File: config.mk
export PLATFORM = sky130hd
export DESIGN_NAME = async_rx_unit
export DESIGN_NICKNAME = d
export VERILOG_FILES = /design/src/rtl/async_rx_pkg.sv /design/src/rtl/rx_line_sync.sv /design/src/rtl/rx_frame_fsm.sv /design/src/rtl/rx_hold_reg.sv /design/src/rtl/async_rx_unit.sv
export SDC_FILE = /design/constraint.sdc
export NUM_CORES = 1
export LEC_CHECK = 0
export BUFFER_PORTS_ARGS = -buffer_cell sky130_fd_sc_hd__clkbuf_2
export CELL_PAD_IN_SITES_DETAIL_PLACEMENT = 0
export CELL_PAD_IN_SITES_GLOBAL_PLACEMENT = 1
export CORE_ASPECT_RATIO = 1.5
export CORE_MARGIN = 3
export CORE_UTILIZATION = 40
export CTS_CLUSTER_DIAMETER = 200
export CTS_CLUSTER_SIZE = 20
export DETAILED_ROUTE_END_ITERATION = 10
export GPL_TIMING_DRIVEN = 1
export PLACE_DENSITY = 0.87
export SYNTH_ARGS = -nofsm -noshare
export SYNTH_HDL_FRONTEND = slang
export SYNTH_SLANG_ARGS = --single-unit
File: constraint.sdc
create_clock -name clk -period 1.7 [get_ports clk]
set_input_delay 0.34 -clock clk [delete_from_list [all_inputs] [get_ports clk]]
set_output_delay 0.34 -clock clk [all_outputs]
set_load 0.1 [all_outputs]
File: src/rtl/async_rx_pkg.sv
// Package: shared constants and types for the asynchronous receiver.
// Assumes a fixed 8-bit holding register and a 16x oversampling enable.
package async_rx_pkg;
    localparam int DATA_W  = 8;
    localparam int OSR     = 16;
    localparam int CNT_W   = $clog2(OSR);
    localparam int MID     = OSR / 2 - 1;
    localparam int MIN_LEN = 5;
    localparam int IDX_W   = $clog2(DATA_W);

    typedef enum logic [2:0] {
        ST_IDLE,
        ST_START,
        ST_DATA,
        ST_PAR,
        ST_STOP
    } rx_state_t;

    typedef struct packed {
        logic [DATA_W-1:0] data;
        logic              par_err;
        logic              frm_err;
    } rx_char_t;
endpackage

File: src/rtl/rx_line_sync.sv
// Module: multi-stage synchronizer for the asynchronous serial line.
// Assumes the line idles high, so every stage resets to 1.
module rx_line_sync #(
    parameter int STAGES = 2
) (
    input  logic clk,
    input  logic rst_n,
    input  logic din,
    output logic dout
);
    logic [STAGES-1:0] chain;

    // Shift the raw line through the synchronizing flops.
    always_ff @(posedge clk) begin
        if (!rst_n) chain <= '1;
        else        chain <= {chain[STAGES-2:0], din};
    end

    assign dout = chain[STAGES-1];
endmodule

File: src/rtl/rx_frame_fsm.sv
// Module: frame sequencer. It validates the start bit, samples data, parity and
// stop bits at mid-cell, and emits a one-cycle done pulse with the
// aligned character and its error bits.
// Assumes rx_s is already synchronized and tick arrives OSR times per bit.
module rx_frame_fsm
    import async_rx_pkg::*;
(
    input  logic       clk,
    input  logic       rst_n,
    input  logic       tick,
    input  logic       rx_s,
    input  logic [1:0] cfg_len,
    input  logic       cfg_par_en,
    input  logic       cfg_par_odd,
    output logic       done,
    output rx_char_t   char_o
);
    rx_state_t         state;
    logic [CNT_W-1:0]  cnt;
    logic [IDX_W-1:0]  bit_idx;
    logic [DATA_W-1:0] shreg;
    logic              par_bit;
    logic              armed;

    logic [IDX_W-1:0]  last_idx;
    logic [IDX_W-1:0]  shamt;
    logic [DATA_W-1:0] aligned;
    logic              ones_odd;
    logic              cell_end;

    // Derive the last data index, the alignment shift and the parity result.
    always_comb begin
        last_idx = IDX_W'(MIN_LEN - 1) + IDX_W'(cfg_len);
        shamt    = IDX_W'(DATA_W - MIN_LEN) - IDX_W'(cfg_len);
        aligned  = shreg >> shamt;
        ones_odd = (^aligned) ^ par_bit;
        cell_end = (cnt == CNT_W'(OSR - 1));
    end

    // Step the frame state machine on each oversampling tick.
    always_ff @(posedge clk) begin
        if (!rst_n) begin
            state   <= ST_IDLE;
            cnt     <= '0;
            bit_idx <= '0;
            shreg   <= '0;
            par_bit <= 1'b0;
            armed   <= 1'b0;
            done    <= 1'b0;
            char_o  <= '0;
        end else begin
            done <= 1'b0;
            if (tick) begin
                unique case (state)
                    ST_IDLE: begin
                        if (rx_s) begin
                            armed <= 1'b1;
                        end else if (armed) begin
                            armed <= 1'b0;
                            cnt   <= '0;
                            state <= ST_START;
                        end
                    end
                    ST_START: begin
                        if (cnt == CNT_W'(MID)) begin
                            cnt     <= '0;
                            bit_idx <= '0;
                            shreg   <= '0;
                            if (rx_s) begin
                                armed <= 1'b1;
                                state <= ST_IDLE;
                            end else begin
                                state <= ST_DATA;
                            end
                        end else begin
                            cnt <= cnt + 1'b1;
                        end
                    end
                    ST_DATA: begin
                        cnt <= cnt + 1'b1;
                        if (cell_end) begin
                            shreg <= {rx_s, shreg[DATA_W-1:1]};
                            if (bit_idx == last_idx)
                                state <= cfg_par_en ? ST_PAR : ST_STOP;
                            else
                                bit_idx <= bit_idx + 1'b1;
                        end
                    end
                    ST_PAR: begin
                        cnt <= cnt + 1'b1;
                        if (cell_end) begin
                            par_bit <= rx_s;
                            state   <= ST_STOP;
                        end
                    end
                    ST_STOP: begin
                        cnt <= cnt + 1'b1;
                        if (cell_end) begin
                            done           <= 1'b1;
                            char_o.data    <= aligned;
                            char_o.frm_err <= ~rx_s;
                            char_o.par_err <= cfg_par_en &
                                              (cfg_par_odd ? ~ones_odd : ones_odd);
                            par_bit        <= 1'b0;
                            armed          <= rx_s;
                            state          <= ST_IDLE;
                        end
                    end
                    default: state <= ST_IDLE;
                endcase
            end
        end
    end
endmodule

File: src/rtl/rx_hold_reg.sv
// Module: one-byte receive holding register with full, overrun,
// parity and framing flags.
// Assumes done and rd are single-cycle pulses. When both occur together,
// the new character replaces the one being read.
module rx_hold_reg
    import async_rx_pkg::*;
(
    input  logic              clk,
    input  logic              rst_n,
    input  logic              done,
    input  rx_char_t          char_i,
    input  logic              rd,
    output logic [DATA_W-1:0] data_q,
    output logic              full_q,
    output logic              ovr_q,
    output logic              par_q,
    output logic              frm_q
);
    logic room;

    // Space is available when the register is empty or is being read now.
    always_comb room = ~full_q | rd;

    // Update the holding register and its flags.
    always_ff @(posedge clk) begin
        if (!rst_n) begin
            data_q <= '0;
            full_q <= 1'b0;
            ovr_q  <= 1'b0;
            par_q  <= 1'b0;
            frm_q  <= 1'b0;
        end else if (done && room) begin
            data_q <= char_i.data;
            full_q <= 1'b1;
            ovr_q  <= 1'b0;
            par_q  <= char_i.par_err;
            frm_q  <= char_i.frm_err;
        end else if (done) begin
            ovr_q  <= 1'b1;
        end else if (rd) begin
            full_q <= 1'b0;
            ovr_q  <= 1'b0;
            par_q  <= 1'b0;
            frm_q  <= 1'b0;
        end
    end
endmodule

File: src/rtl/async_rx_unit.sv
// Module: top of the asynchronous receiver. It joins the synchronizer,
// the frame sequencer and the holding register, gates the interrupt
// and passes the modem levels through.
// Assumes tick16 is a one-cycle enable at 16x the bit rate.
module async_rx_unit
    import async_rx_pkg::*;
#(
    parameter int SYNC_STAGES = 2
) (
    input  logic       clk,
    input  logic       rst_n,
    input  logic       tick16,
    input  logic       rx_in,
    input  logic [1:0] cfg_len,
    input  logic       cfg_par_en,
    input  logic       cfg_par_odd,
    input  logic       rx_irq_en,
    input  logic       rd_strobe,
    input  logic       dsr_in,
    input  logic       dcd_in,
    output logic [7:0] rx_data,
    output logic       stat_full,
    output logic       stat_ovr,
    output logic       stat_par,
    output logic       stat_frm,
    output logic       stat_dsr,
    output logic       stat_dcd,
    output logic       irq
);
    logic     rx_s;
    logic     done;
    rx_char_t char_w;

    rx_line_sync #(.STAGES(SYNC_STAGES)) u_sync (
        .clk  (clk),
        .rst_n(rst_n),
        .din  (rx_in),
        .dout (rx_s)
    );

    rx_frame_fsm u_fsm (
        .clk        (clk),
        .rst_n      (rst_n),
        .tick       (tick16),
        .rx_s       (rx_s),
        .cfg_len    (cfg_len),
        .cfg_par_en (cfg_par_en),
        .cfg_par_odd(cfg_par_odd),
        .done       (done),
        .char_o     (char_w)
    );

    rx_hold_reg u_hold (
        .clk   (clk),
        .rst_n (rst_n),
        .done  (done),
        .char_i(char_w),
        .rd    (rd_strobe),
        .data_q(rx_data),
        .full_q(stat_full),
        .ovr_q (stat_ovr),
        .par_q (stat_par),
        .frm_q (stat_frm)
    );

    // Gate the interrupt and copy the modem levels to status.
    always_comb begin
        irq      = stat_full & rx_irq_en;
        stat_dsr = dsr_in;
        stat_dcd = dcd_in;
    end
endmodule

# After elaboration in Yosys (flattened, before gate mapping)
# Index checks and enable logic that the tools add are counted.
# Widths: inputs -> output; s select.
[totals]
reg_bits = 45
input_bits = 12
output_inout_bits = 15
[classes]
n_addsub = 4
n_eq_ne = 17
shifts = 1
n_mux = 36
n_bitwise = 8
reduce_logical = 20
[ops]
columns = ["operator", "n"]
rows = [
  ["$mux 3", 11],
  ["$mux 8", 2],
  ["$pmux 8 s2", 1],
  ["$pmux 3 s5", 1],
  ["$ne 2x1->1 const B", 7],
  ["$mux 1", 13],
  ["$mux 4", 3],
  ["$pmux 4 s3", 1],
  ["$reduce_and 4->1", 3],
  ["$reduce_and 5->1", 2],
  ["$reduce_and 8->1", 1],
  ["$reduce_bool 2->1", 4],
  ["$reduce_xor 8->1", 1],
  ["$shr 8x3->8", 1],
  ["$eq 3x2->1 const B", 2],
  ["$ne 2x2->1 const B", 3],
  ["$pmux 3 s2", 1],
  ["$reduce_and 3->1", 2],
  ["$reduce_bool 3->1", 2],
  ["$add 4x1->4 const B", 1],
  ["$eq 4x3->1 const B", 1],
  ["$eq 4x4->1 const B", 1],
  ["$not 1->1", 4],
  ["$add 3x1->3 const B", 1],
  ["16 further kinds", 17],
]

# Depth between registers and ports, before layout
# Gate-level depths: netlist of the first run.
[depth]
word_depth = 7
ltp_mapped = 8
ltp_nobuf = 6

# Hierarchy
# From an unflattened synthesis of the first run, not the netlist that was laid out.
[unflattened]
hier_cells = 258
hier_area_um2 = 2262.2
[modules_own_cells]
columns = ["mod", "n_inst", "cells_each", "area_each_um2", "seq_area_each_um2"]
rows = [
  ["rx_frame_fsm", 1, 198, 1692.9, 620.6],
  ["rx_hold_reg", 1, 53, 495.5, 240.2],
  ["rx_line_sync", 1, 4, 52.6, 40.0],
  ["async_rx_unit", 1, 3, 21.3, 0.0],
]

# Worst setup path after synthesis of the first run
# Ideal clock, no wire load.
[synth_path]
path_kind = "register -> output"
startpoint = "reg u_hold.full_q"
endpoint = "out irq"
arrival_time_ns = 1.846
required_time_ns = 1.360
path_slack_ns = -0.486
stages_incl_launch_ff = 2
n_path_buf = 0
path_cell_list = "dfxtp_1 > and2_1"
[synth_between]
elab_chain_cells = 1
[synth_lines]
columns = ["item", "line", "source"]
rows = [
  ["start: declaration", "rx_hold_reg.sv:14", "output logic full_q,"],
  ["start signal: assignment", "rx_hold_reg.sv:28", "full_q <= 1'b0;"],
  ["start signal: assignment", "rx_hold_reg.sv:34", "full_q <= 1'b1;"],
  ["start signal: assignment", "rx_hold_reg.sv:41", "full_q <= 1'b0;"],
  ["$and 1x1->1", "async_rx_unit.sv:68", "irq = stat_full & rx_irq_en;"],
  ["end: declaration", "async_rx_unit.sv:28", "output logic irq"],
]
# Every way passes these cells.

# Final worst setup path of the first run
[layout_path]
startpoint = "reg u_fsm.state[1]"
endpoint = "reg u_fsm.bit_idx[2]"
[layout_between]
elab_chain_cells = 3
word_cells_on_any_way = 8
classes_between = "eq/ne: 5; mux: 1; reduce/logical: 2"
[layout_lines]
columns = ["item", "line", "source"]
rows = [
  ["start: declaration", "rx_frame_fsm.sv:18", "rx_state_t state;"],
  ["start signal: assignment", "rx_frame_fsm.sv:84", "state <= cfg_par_en ? ST_PAR : ST_STOP;"],
  ["$eq 3x2->1 or $eq 3x1->1 (tied branches)", "rx_frame_fsm.sv:54", "unique case (state)"],
  ["$ne 2x2->1 (no line) (tied with other cells)", "--", ""],
  ["$reduce_and 5->1 (no line)", "--", ""],
  ["end signal: assignment", "rx_frame_fsm.sv:86", "bit_idx <= bit_idx + 1'b1;"],
  ["end: declaration", "rx_frame_fsm.sv:20", "logic [IDX_W-1:0] bit_idx;"],
]
# Several ways; a longest one is shown, not always the timed one.
# A chain may end at the register's enable or synchronous reset.

==> out/results.tsv, run 1 <==
stage	metric	value	unit
outcome	outcome	complete, but fails checks	
outcome	failing checks	setup timing	
detailed_routing	per-cell via count in the routed design	5.299	
logic_synthesis	count of different cell masters after synthesis	52	
timing	Worst Setup Slack, final	-108.0	ps
global_routing	combined global-route utilization of all metal layers	18.13	%
global_routing	number of antenna violations at the first check in global routing	0	
timing	unrepaired setup endpoints after global routing	yes	
detailed_routing	number of nets with antenna violations after detailed routing	0	
setup_path	critical path class	reg -> reg	
logic_synthesis	area share of the leading cell type in the synthesized netlist	38.03	%
floorplanning	Die Outline Area	6900	um2
timing	top achievable clock speed	553.1	MHz
clocking	clock tree from TritonCTS	yes	
clocking	clock-pin slew reported for the worst setup and hold paths after clock tree synthesis	80	ps
timing	final count of hold timing violations	0	
logic_synthesis	Post-Synthesis Mean Instance Area	9.040	um2
power_and_ir_drop	P per Cell Area	609.2	nW/um2
placed_design	Final GP Congestion	0.8183	
logic_synthesis	area share of fa/ha/maj cells after synthesis	1.057	%
floorplanning	Starting Density	42.18	%
timing	Worst Skew	4.016	ps
logic_synthesis	post-synthesis compound-gate area fraction	15.43	%
clocking	root buffer cell	sky130_fd_sc_hd__clkbuf_8	
logic_synthesis	post-synthesis sequential area ratio	38.03	%
detailed_routing	first-pass iteration count of the detailed router	4	
global_routing	GRT met2 Usage	30.91	%
setup_path	capturing element type of the critical path	register	
hold_path	class of the worst hold path	in -> reg	
timing	Tcrit/Tclk final	106.4	%
timing	count of final max-slew check failures	0	
setup_path	maximum fanout encountered on the critical timing path	5	
cells_and_area	Post-Route Utilization	54.06	%
setup_path	CP peak stage delay	440	ps
setup_path	worst path cell trace	or3b_4, a311oi_2, o2111ai_2, or4_1, a21boi_1	
logic_synthesis	area fraction in and, or, nand and nor cells after synthesis	22.35	%
logic_synthesis	top_reg_cell synth	sky130_fd_sc_hd__dfxtp_1	
global_routing	total overflow reported by the global router	0	
logic_synthesis	synthesized instance count	262	
logic_synthesis	top post-synthesis cells by area	sky130_fd_sc_hd__dfxtp_1 38%, sky130_fd_sc_hd__mux2i_1 7.6%, sky130_fd_sc_hd__mux4_2 4.8%, sky130_fd_sc_hd__nor2b_1 4.5%, sky130_fd_sc_hd__nand2_1 4.0%	
timing	Total Neg Setup Slack	-158.0	ps
cells_and_area	fin nets	324	
logic_synthesis	net count after synthesis	276	
clocking	Num Clock Sinks	45	
floorplanning	area inside the core boundary	5615	um2
setup_path	slowest stage cell, crit path	sky130_fd_sc_hd__or4_1	
timing	Setup-failing EPs final	3	
clocking	CTS Buffer Depth	2	
logic_synthesis	number of flops mapped to enable cells by yosys	0	
run	count of max-cap constraint violations	0	
logic_synthesis	Yosys warning count	0	
floorplanning	Horiz. Die Dim	68.83	um
logic_synthesis	synthesis-stage register bit count	45	
logic_synthesis	Mapped Area	2369	um2
detailed_routing	Remaining DRCs	0	
cells_and_area	layout cell share with drive strength beyond 1	34.08	%
placed_design	Cell Area, Placed	2795	um2
timing	worst relative slew slack	63.20	%
cells_and_area	flip-flop and latch area	909.6	um2
floorplanning	Die Span Y	100.2	um
logic_synthesis	dominant combinational cell family by area after synthesis	simple AND/OR/NAND/NOR gates	
global_routing	met1 Track Usage GR	21.94	%
logic_synthesis	library cell with the largest summed area after synthesis	sky130_fd_sc_hd__dfxtp_1	
power_and_ir_drop	worst IR drop on VDD	0.0004257	V
cells_and_area	finished layout cell area	3035	um2
cells_and_area	growth of design area from synthesis to finish	28.16	%
floorplanning	FP Rows	33	
clocking	worst-skew pair later-pin latency	300	ps
clocking	cts hold-fix bufs	0	
setup_path	Data required, critical path	1930	ps
logic_synthesis	share of synthesized registers carrying an async set or reset	0	%
setup_path	Worst Setup Start Kind	register	
logic_synthesis	xor/xnor share of the synthesized area	3.909	%
detailed_routing	Routed wire per std cell	14.64	um
global_routing	via count of the first global-routing pass	2063	
detailed_routing	Total Wirelength	5578	um
power_and_ir_drop	P_leak	1.104	nW
global_routing	GR Layer Usage met3	2.576	%
cells_and_area	ANT cells	0	
timing	Period minus WS final	1808	ps
cells_and_area	number of filler cells placed in the layout	556	
timing	Worst-Margin Slew	554.3	ps
logic_synthesis	cell with the most instances after synthesis	sky130_fd_sc_hd__dfxtp_1	
clocking	CTS H-tree depth	2	
clocking	total CTS buffers	5	
logic_synthesis	multiplexer share of the synthesized area	13.31	%
detailed_routing	routed via count	2019	
floorplanning	I/O pin count	27	
logic_synthesis	commonest cells in the netlist	45 x sky130_fd_sc_hd__dfxtp_1, 25 x sky130_fd_sc_hd__nand2_1, 18 x sky130_fd_sc_hd__mux2i_1	
global_routing	Most Crowded Layer GR	met2	
cells_and_area	total area of multi-input combinational cells	1471	um2
global_routing	pin count of the biggest net entering global routing	21	
placed_design	# port buffers	22	
placed_design	HPWL after detailed placement	4095	um
detailed_routing	iteration-0 DRC count of the detailed router	93	
setup_path	critical path arrival	2040	ps
power_and_ir_drop	Overall Power	1.849	mW
global_routing	global-route wire length before repair	9549	um
-- state kept, by name (all words and copies together), names as in the netlist --
name           count
u_fsm.armed        1
u_fsm.char_o      10
u_fsm.par_bit      1
u_hold.ovr_q       1
u_fsm.bit_idx      3
u_hold.data_q      8
u_fsm.state        3
u_hold.full_q      1
u_hold.frm_q       1
u_fsm.done         1
u_sync.chain       2
u_fsm.cnt          4
u_fsm.shreg        8
u_hold.par_q       1
-- routing by layer --
metal,wire length [um],vias to the layer above,share of wire (%)
met2,2955,37,53
met4,111,0,2.0
li1,-,1013,-
met1,2369,958,42
met5,0,-,0
met3,141,11,2.5
-- final cells by class --
type	count	share of cell area, %
clock inverters	2	0.4946
multi-input cells	186	48.47
inverters	11	1.360
flip-flops and latches	45	29.97
repair buffers	61	14.43
well taps	70	2.885
clock buffers	6	2.391
-- cells in the final DEF (no fill, tap or decap), drive strengths merged, types with 3 or more instances in the layout --
cell type / synthesis / layout
dfxtp: 45 / 45
buf: 9 / 40
clkbuf: 11 / 27
nand2: 25 / 25
mux2i: 18 / 18
nor2b: 17 / 17
nand3: 13 / 13
a21boi: 13 / 13
nor2: 12 / 12
inv: 11 / 11
and2: 11 / 11
a21oi: 11 / 11
xnor2: 7 / 7
mux4: 5 / 5
o21ai: 5 / 5
nand2b: 3 / 3
nor3: 3 / 3
a211oi: 3 / 3
nand4: 3 / 3
-- where the power goes --
group,internal (mW),leakage (nW),switching (mW)
logic,0.0621,0.700,0.0682
clock network,0.290,0.0374,0.369
registers,1.06,0.367,0.00210
-- kinds of logic (layout without fill, tap and decap cells) --
family,count (synthesis),in the layout
AND/OR/NAND/NOR,99,99
AO/OA/AOI/OAI,51,51
flip-flops,45,45
buffers and inverters,31,80
multiplexers,25,25
XOR/XNOR,9,9
adder cells (fa/ha/maj),2,2
-- critical path: cells and delay by family (launching register included) --
family,cells,cell delay [ps]
AND/OR/NAND/NOR,2,830
AO/OA/AOI/OAI,3,560
flip-flops,1,350
-- worst paths after layout --
kind / startpoint / endpoint / slack, ps / depth (start not counted)
max reg2reg: u_fsm.state[1]$_SDFFE_PN0P_ / u_fsm.bit_idx[2]$_SDFFE_PN0P_ / -110 / 5
min: rx_in / u_sync.chain[0]$_SDFF_PN1_ / 220 / 2
min reg2reg: u_sync.chain[0]$_SDFF_PN1_ / u_sync.chain[1]$_SDFF_PN1_ / 460 / 1
max: u_fsm.state[1]$_SDFFE_PN0P_ / u_fsm.bit_idx[2]$_SDFFE_PN0P_ / -110 / 5
-- what timing repair did --
item,in CTS,in global routing
gates resized for setup,10,18
setup buffers,3,3
endpoints found under the hold margin,0,0
pin swaps,4,4
endpoints found under the setup margin,24,23
-- through the flow --
stage / hold slack (ps) / setup slack (ps) / instances
2_1_floorplan: 386.3 / -116.9 / 262
3_3_place_gp: 423.0 / -151.0 / 368
3_5_place_dp: 444.2 / -249.8 / 368
4_1_cts: 212.5 / -79.33 / 379
5_1_grt: 215.1 / -199.1 / 381
6_report: 217.1 / -108.0 / 381
Note: power is estimated with default switching activity, not from simulation.
==> run 2: changes to the inputs <==
Settings changed: SKIP_CTS_REPAIR_TIMING set to 1.
==> run 2 against run 1 <==
The flow still finishes with violations (setup timing). Sequential power barely moved. Count of clock-buffer cells in the layout did not move. Final cell count fell by 0.79%. Via count fell by 0.79%. Non-clock buffer count fell by 3. Worst setup slack got worse by 22 ps. Largest power group unchanged.
==> out/results.tsv, run 2 (same netlist as run 1, synthesis figures left out) <==
stage	metric	value	unit	change
timing	count of final max-slew check failures	0		unchanged
setup_path	worst setup path start	u_fsm.state[0]$_SDFFE_PN0P_		was u_fsm.state[1]$_SDFFE_PN0P_
global_routing	pin count of the biggest net entering global routing	21		unchanged
power_and_ir_drop	sequential group share of total power	57.4	%	was 57.3%
setup_path	end of the worst register-to-register path	u_fsm.bit_idx[2]$_SDFFE_PN0P_		unchanged
timing	Worst-Margin Slew	554.3	ps	about the same
timing	top achievable clock speed	546.4	MHz	was 553.1 MHz
clocking	Num Clock Sinks	45		unchanged
setup_path	cell family with the largest share of critical-path delay	simple AND/OR/NAND/NOR gates		unchanged
cells_and_area	fin nets	321		was 324
detailed_routing	iteration-0 DRC count of the detailed router	78		was 93
setup_path	Buf/Inv on CP	0		unchanged
cells_and_area	Top reg by flops	u_fsm.char_o		unchanged
setup_path	capturing element type of the critical path	register		unchanged
setup_path	slowest stage cell, crit path	sky130_fd_sc_hd__or4_1		unchanged
setup_path	critical path class	reg -> reg		unchanged
clocking	clock-pin slew reported for the worst setup and hold paths after clock tree synthesis	80	ps	about the same
timing	Tcrit/Tclk final	107.7	%	was 106.4%
outcome	outcome	complete, but fails checks		unchanged
clocking	CTS Buffer Depth	2		unchanged
timing	Setup-failing EPs final	5		was 3
setup_path	worst path cell trace	or3b_4, a311oi_2, o2111ai_2, or4_1, a21boi_1		unchanged
setup_path	Data required, critical path	1930	ps	about the same
global_routing	global-route wire length before repair	9321	um	was 9549 um
power_and_ir_drop	P per Cell Area	618.9	nW/um2	was 609.2 nW/um2
placed_design	HPWL after detailed placement	4095	um	unchanged
detailed_routing	per-cell via count in the routed design	5.299		about the same
floorplanning	area inside the core boundary	5615	um2	unchanged
timing	Total Neg Setup Slack	-162.8	ps	was -158.0 ps
placed_design	Final GP Congestion	0.8183		unchanged
setup_path	maximum fanout encountered on the critical timing path	6		was 5
cells_and_area	top library cells by usage in the layout, fill and taps aside	38 x sky130_fd_sc_hd__dfxtp_1, 33 x sky130_fd_sc_hd__buf_4, 24 x sky130_fd_sc_hd__nand2_1		was 38 x sky130_fd_sc_hd__dfxtp_1, 36 x sky130_fd_sc_hd__buf_4, 24 x sky130_fd_sc_hd__nand2_1
cells_and_area	flip-flop and latch area	912.1	um2	was 909.6 um2
timing	Worst Setup Slack, final	-130.3	ps	was -108.0 ps
global_routing	via count of the first global-routing pass	1986		was 2063
cells_and_area	total area of multi-input combinational cells	1435	um2	was 1471 um2
power_and_ir_drop	reported net switching power	437.1	uW	was 439.4 uW
setup_path	total stage count of the critical path	5		unchanged
timing	unrepaired setup endpoints after global routing	yes		unchanged
clocking	root buffer cell	sky130_fd_sc_hd__clkbuf_8		unchanged
outcome	failing checks	setup timing		unchanged
placed_design	# port buffers	22		unchanged
detailed_routing	Remaining DRCs	0		unchanged
global_routing	combined global-route utilization of all metal layers	17.66	%	was 18.13%
clocking	total CTS buffers	5		unchanged
setup_path	Worst Setup Start Kind	register		unchanged
clocking	clock tree from TritonCTS	yes		unchanged
detailed_routing	Total Wirelength	5476	um	was 5578 um
setup_path	CP peak stage delay	440	ps	about the same
cells_and_area	flip-flop count of the largest register after layout	10		unchanged
floorplanning	Starting Density	42.18	%	unchanged
timing	final count of hold timing violations	0		unchanged
hold_path	Hold Crit Depth	2		unchanged
floorplanning	Die Outline Area	6900	um2	unchanged
power_and_ir_drop	Internal	1.407	mW	was 1.410 mW
power_and_ir_drop	Comb pwr share	6.8	%	was 7.0%
setup_path	r2r worst-path depth	5		unchanged
clocking	worst-skew pair later-pin latency	300	ps	about the same
detailed_routing	Routed wire per std cell	14.49	um	was 14.64 um
global_routing	number of antenna violations at the first check in global routing	0		unchanged
run	count of max-cap constraint violations	0		unchanged
clocking	CTS H-tree depth	2		unchanged
floorplanning	FP Rows	33		unchanged
timing	Period minus WS final	1830	ps	was 1808 ps
detailed_routing	first-pass iteration count of the detailed router	4		unchanged
floorplanning	Horiz. Die Dim	68.83	um	unchanged
cells_and_area	largest registers in the final layout	u_fsm.char_o: 10 flops, u_fsm.shreg: 8 flops, u_hold.data_q: 8 flops		unchanged
detailed_routing	routed via count	2003		was 2019
timing	worst relative slew slack	63.20	%	about the same
detailed_routing	number of nets with antenna violations after detailed routing	0		unchanged
power_and_ir_drop	Overall Power	1.844	mW	was 1.849 mW
floorplanning	I/O pin count	27		unchanged
setup_path	capturing instance or port of the critical path	u_fsm.bit_idx[2]$_SDFFE_PN0P_		unchanged
floorplanning	Die Span Y	100.2	um	unchanged
cells_and_area	growth of design area from synthesis to finish	25.78	%	was 28.16%
cells_and_area	layout cell share with drive strength beyond 1	32.47	%	was 34.08%
power_and_ir_drop	net switching share of the total power	23.71	%	was 23.76%
power_and_ir_drop	worst IR drop on VDD	0.0005156	V	was 0.0004257 V
hold_path	class of the worst hold path	in -> reg		unchanged
timing	Worst Skew	2.744	ps	was 4.016 ps
cells_and_area	ANT cells	0		unchanged
cells_and_area	most common cell after layout, fill and taps aside	sky130_fd_sc_hd__dfxtp_1		unchanged
setup_path	slack of the worst reg-to-reg path	-130	ps	was -110 ps
global_routing	total overflow reported by the global router	0		unchanged
power_and_ir_drop	P_leak	1.077	nW	was 1.104 nW
power_and_ir_drop	clock share of power	35.8	%	was 35.6%
setup_path	FF-to-FF Start	u_fsm.state[0]$_SDFFE_PN0P_		was u_fsm.state[1]$_SDFFE_PN0P_
setup_path	critical path arrival	2060	ps	was 2040 ps
cells_and_area	number of filler cells placed in the layout	564		was 556
-- run 2: cell type report --
type	count	share of cell area (%)
clock buffer	6	2.436
inverter	11	1.386
multi-input combinational	186	48.17
tap	70	2.940
sequential	45	30.62
timing repair buffer	58	13.94
clock inverter	2	0.5040
-- run 2: power by group through the flow --
stage          combinational [mW]  sequential [mW]  clock, mW
6_report                    0.126             1.06      0.659
5_1_grt                     0.138             1.06      0.718
4_1_cts                     0.121             1.06      0.676
3_5_place_dp                0.121             1.08          0
3_3_place_gp                0.120             1.09          0
2_1_floorplan              0.0975             1.09          0
-- run 2: how the worst min path moves through the flow --
stage	start	endpoint	slack, ps
finish	rx_in	u_sync.chain[0]$_SDFF_PN1_	220
global route	rx_in	u_sync.chain[0]$_SDFF_PN1_	220
CTS	rx_in	u_sync.chain[0]$_SDFF_PN1_	210
detailed placement	u_sync.chain[0]$_SDFF_PN1_	u_sync.chain[1]$_SDFF_PN1_	440
global placement	u_sync.chain[0]$_SDFF_PN1_	u_sync.chain[1]$_SDFF_PN1_	420
floorplan	u_sync.chain[0]$_SDFF_PN1_	u_sync.chain[1]$_SDFF_PN1_	390
-- run 2: metal layers --
metal	vias up	track usage, %	wire, um	part of all wire [%]
met4	0	6.456	135	2.5
met1	957	21.87	2337	43
met3	12	2.352	117	2.1
met2	30	30.39	2886	53
met5	-	0	0	0
li1	1004	-	-	-
-- run 2: per-stage QoR --
step / setup slack, ps / instances / utilization, % / hold slack [ps] / cell area [um2]
after floorplan: -116.9 / 262 / - / 386.3 / 2414
after global placement: -151.0 / 368 / 49.78 / 423.0 / 2795
after detailed placement: -249.8 / 368 / 49.78 / 444.2 / 2795
after CTS: -236.3 / 376 / 51.34 / 212.5 / 2883
after global routing: -232.6 / 378 / 53.05 / 220.2 / 2979
final: -130.3 / 378 / 53.05 / 216.0 / 2979
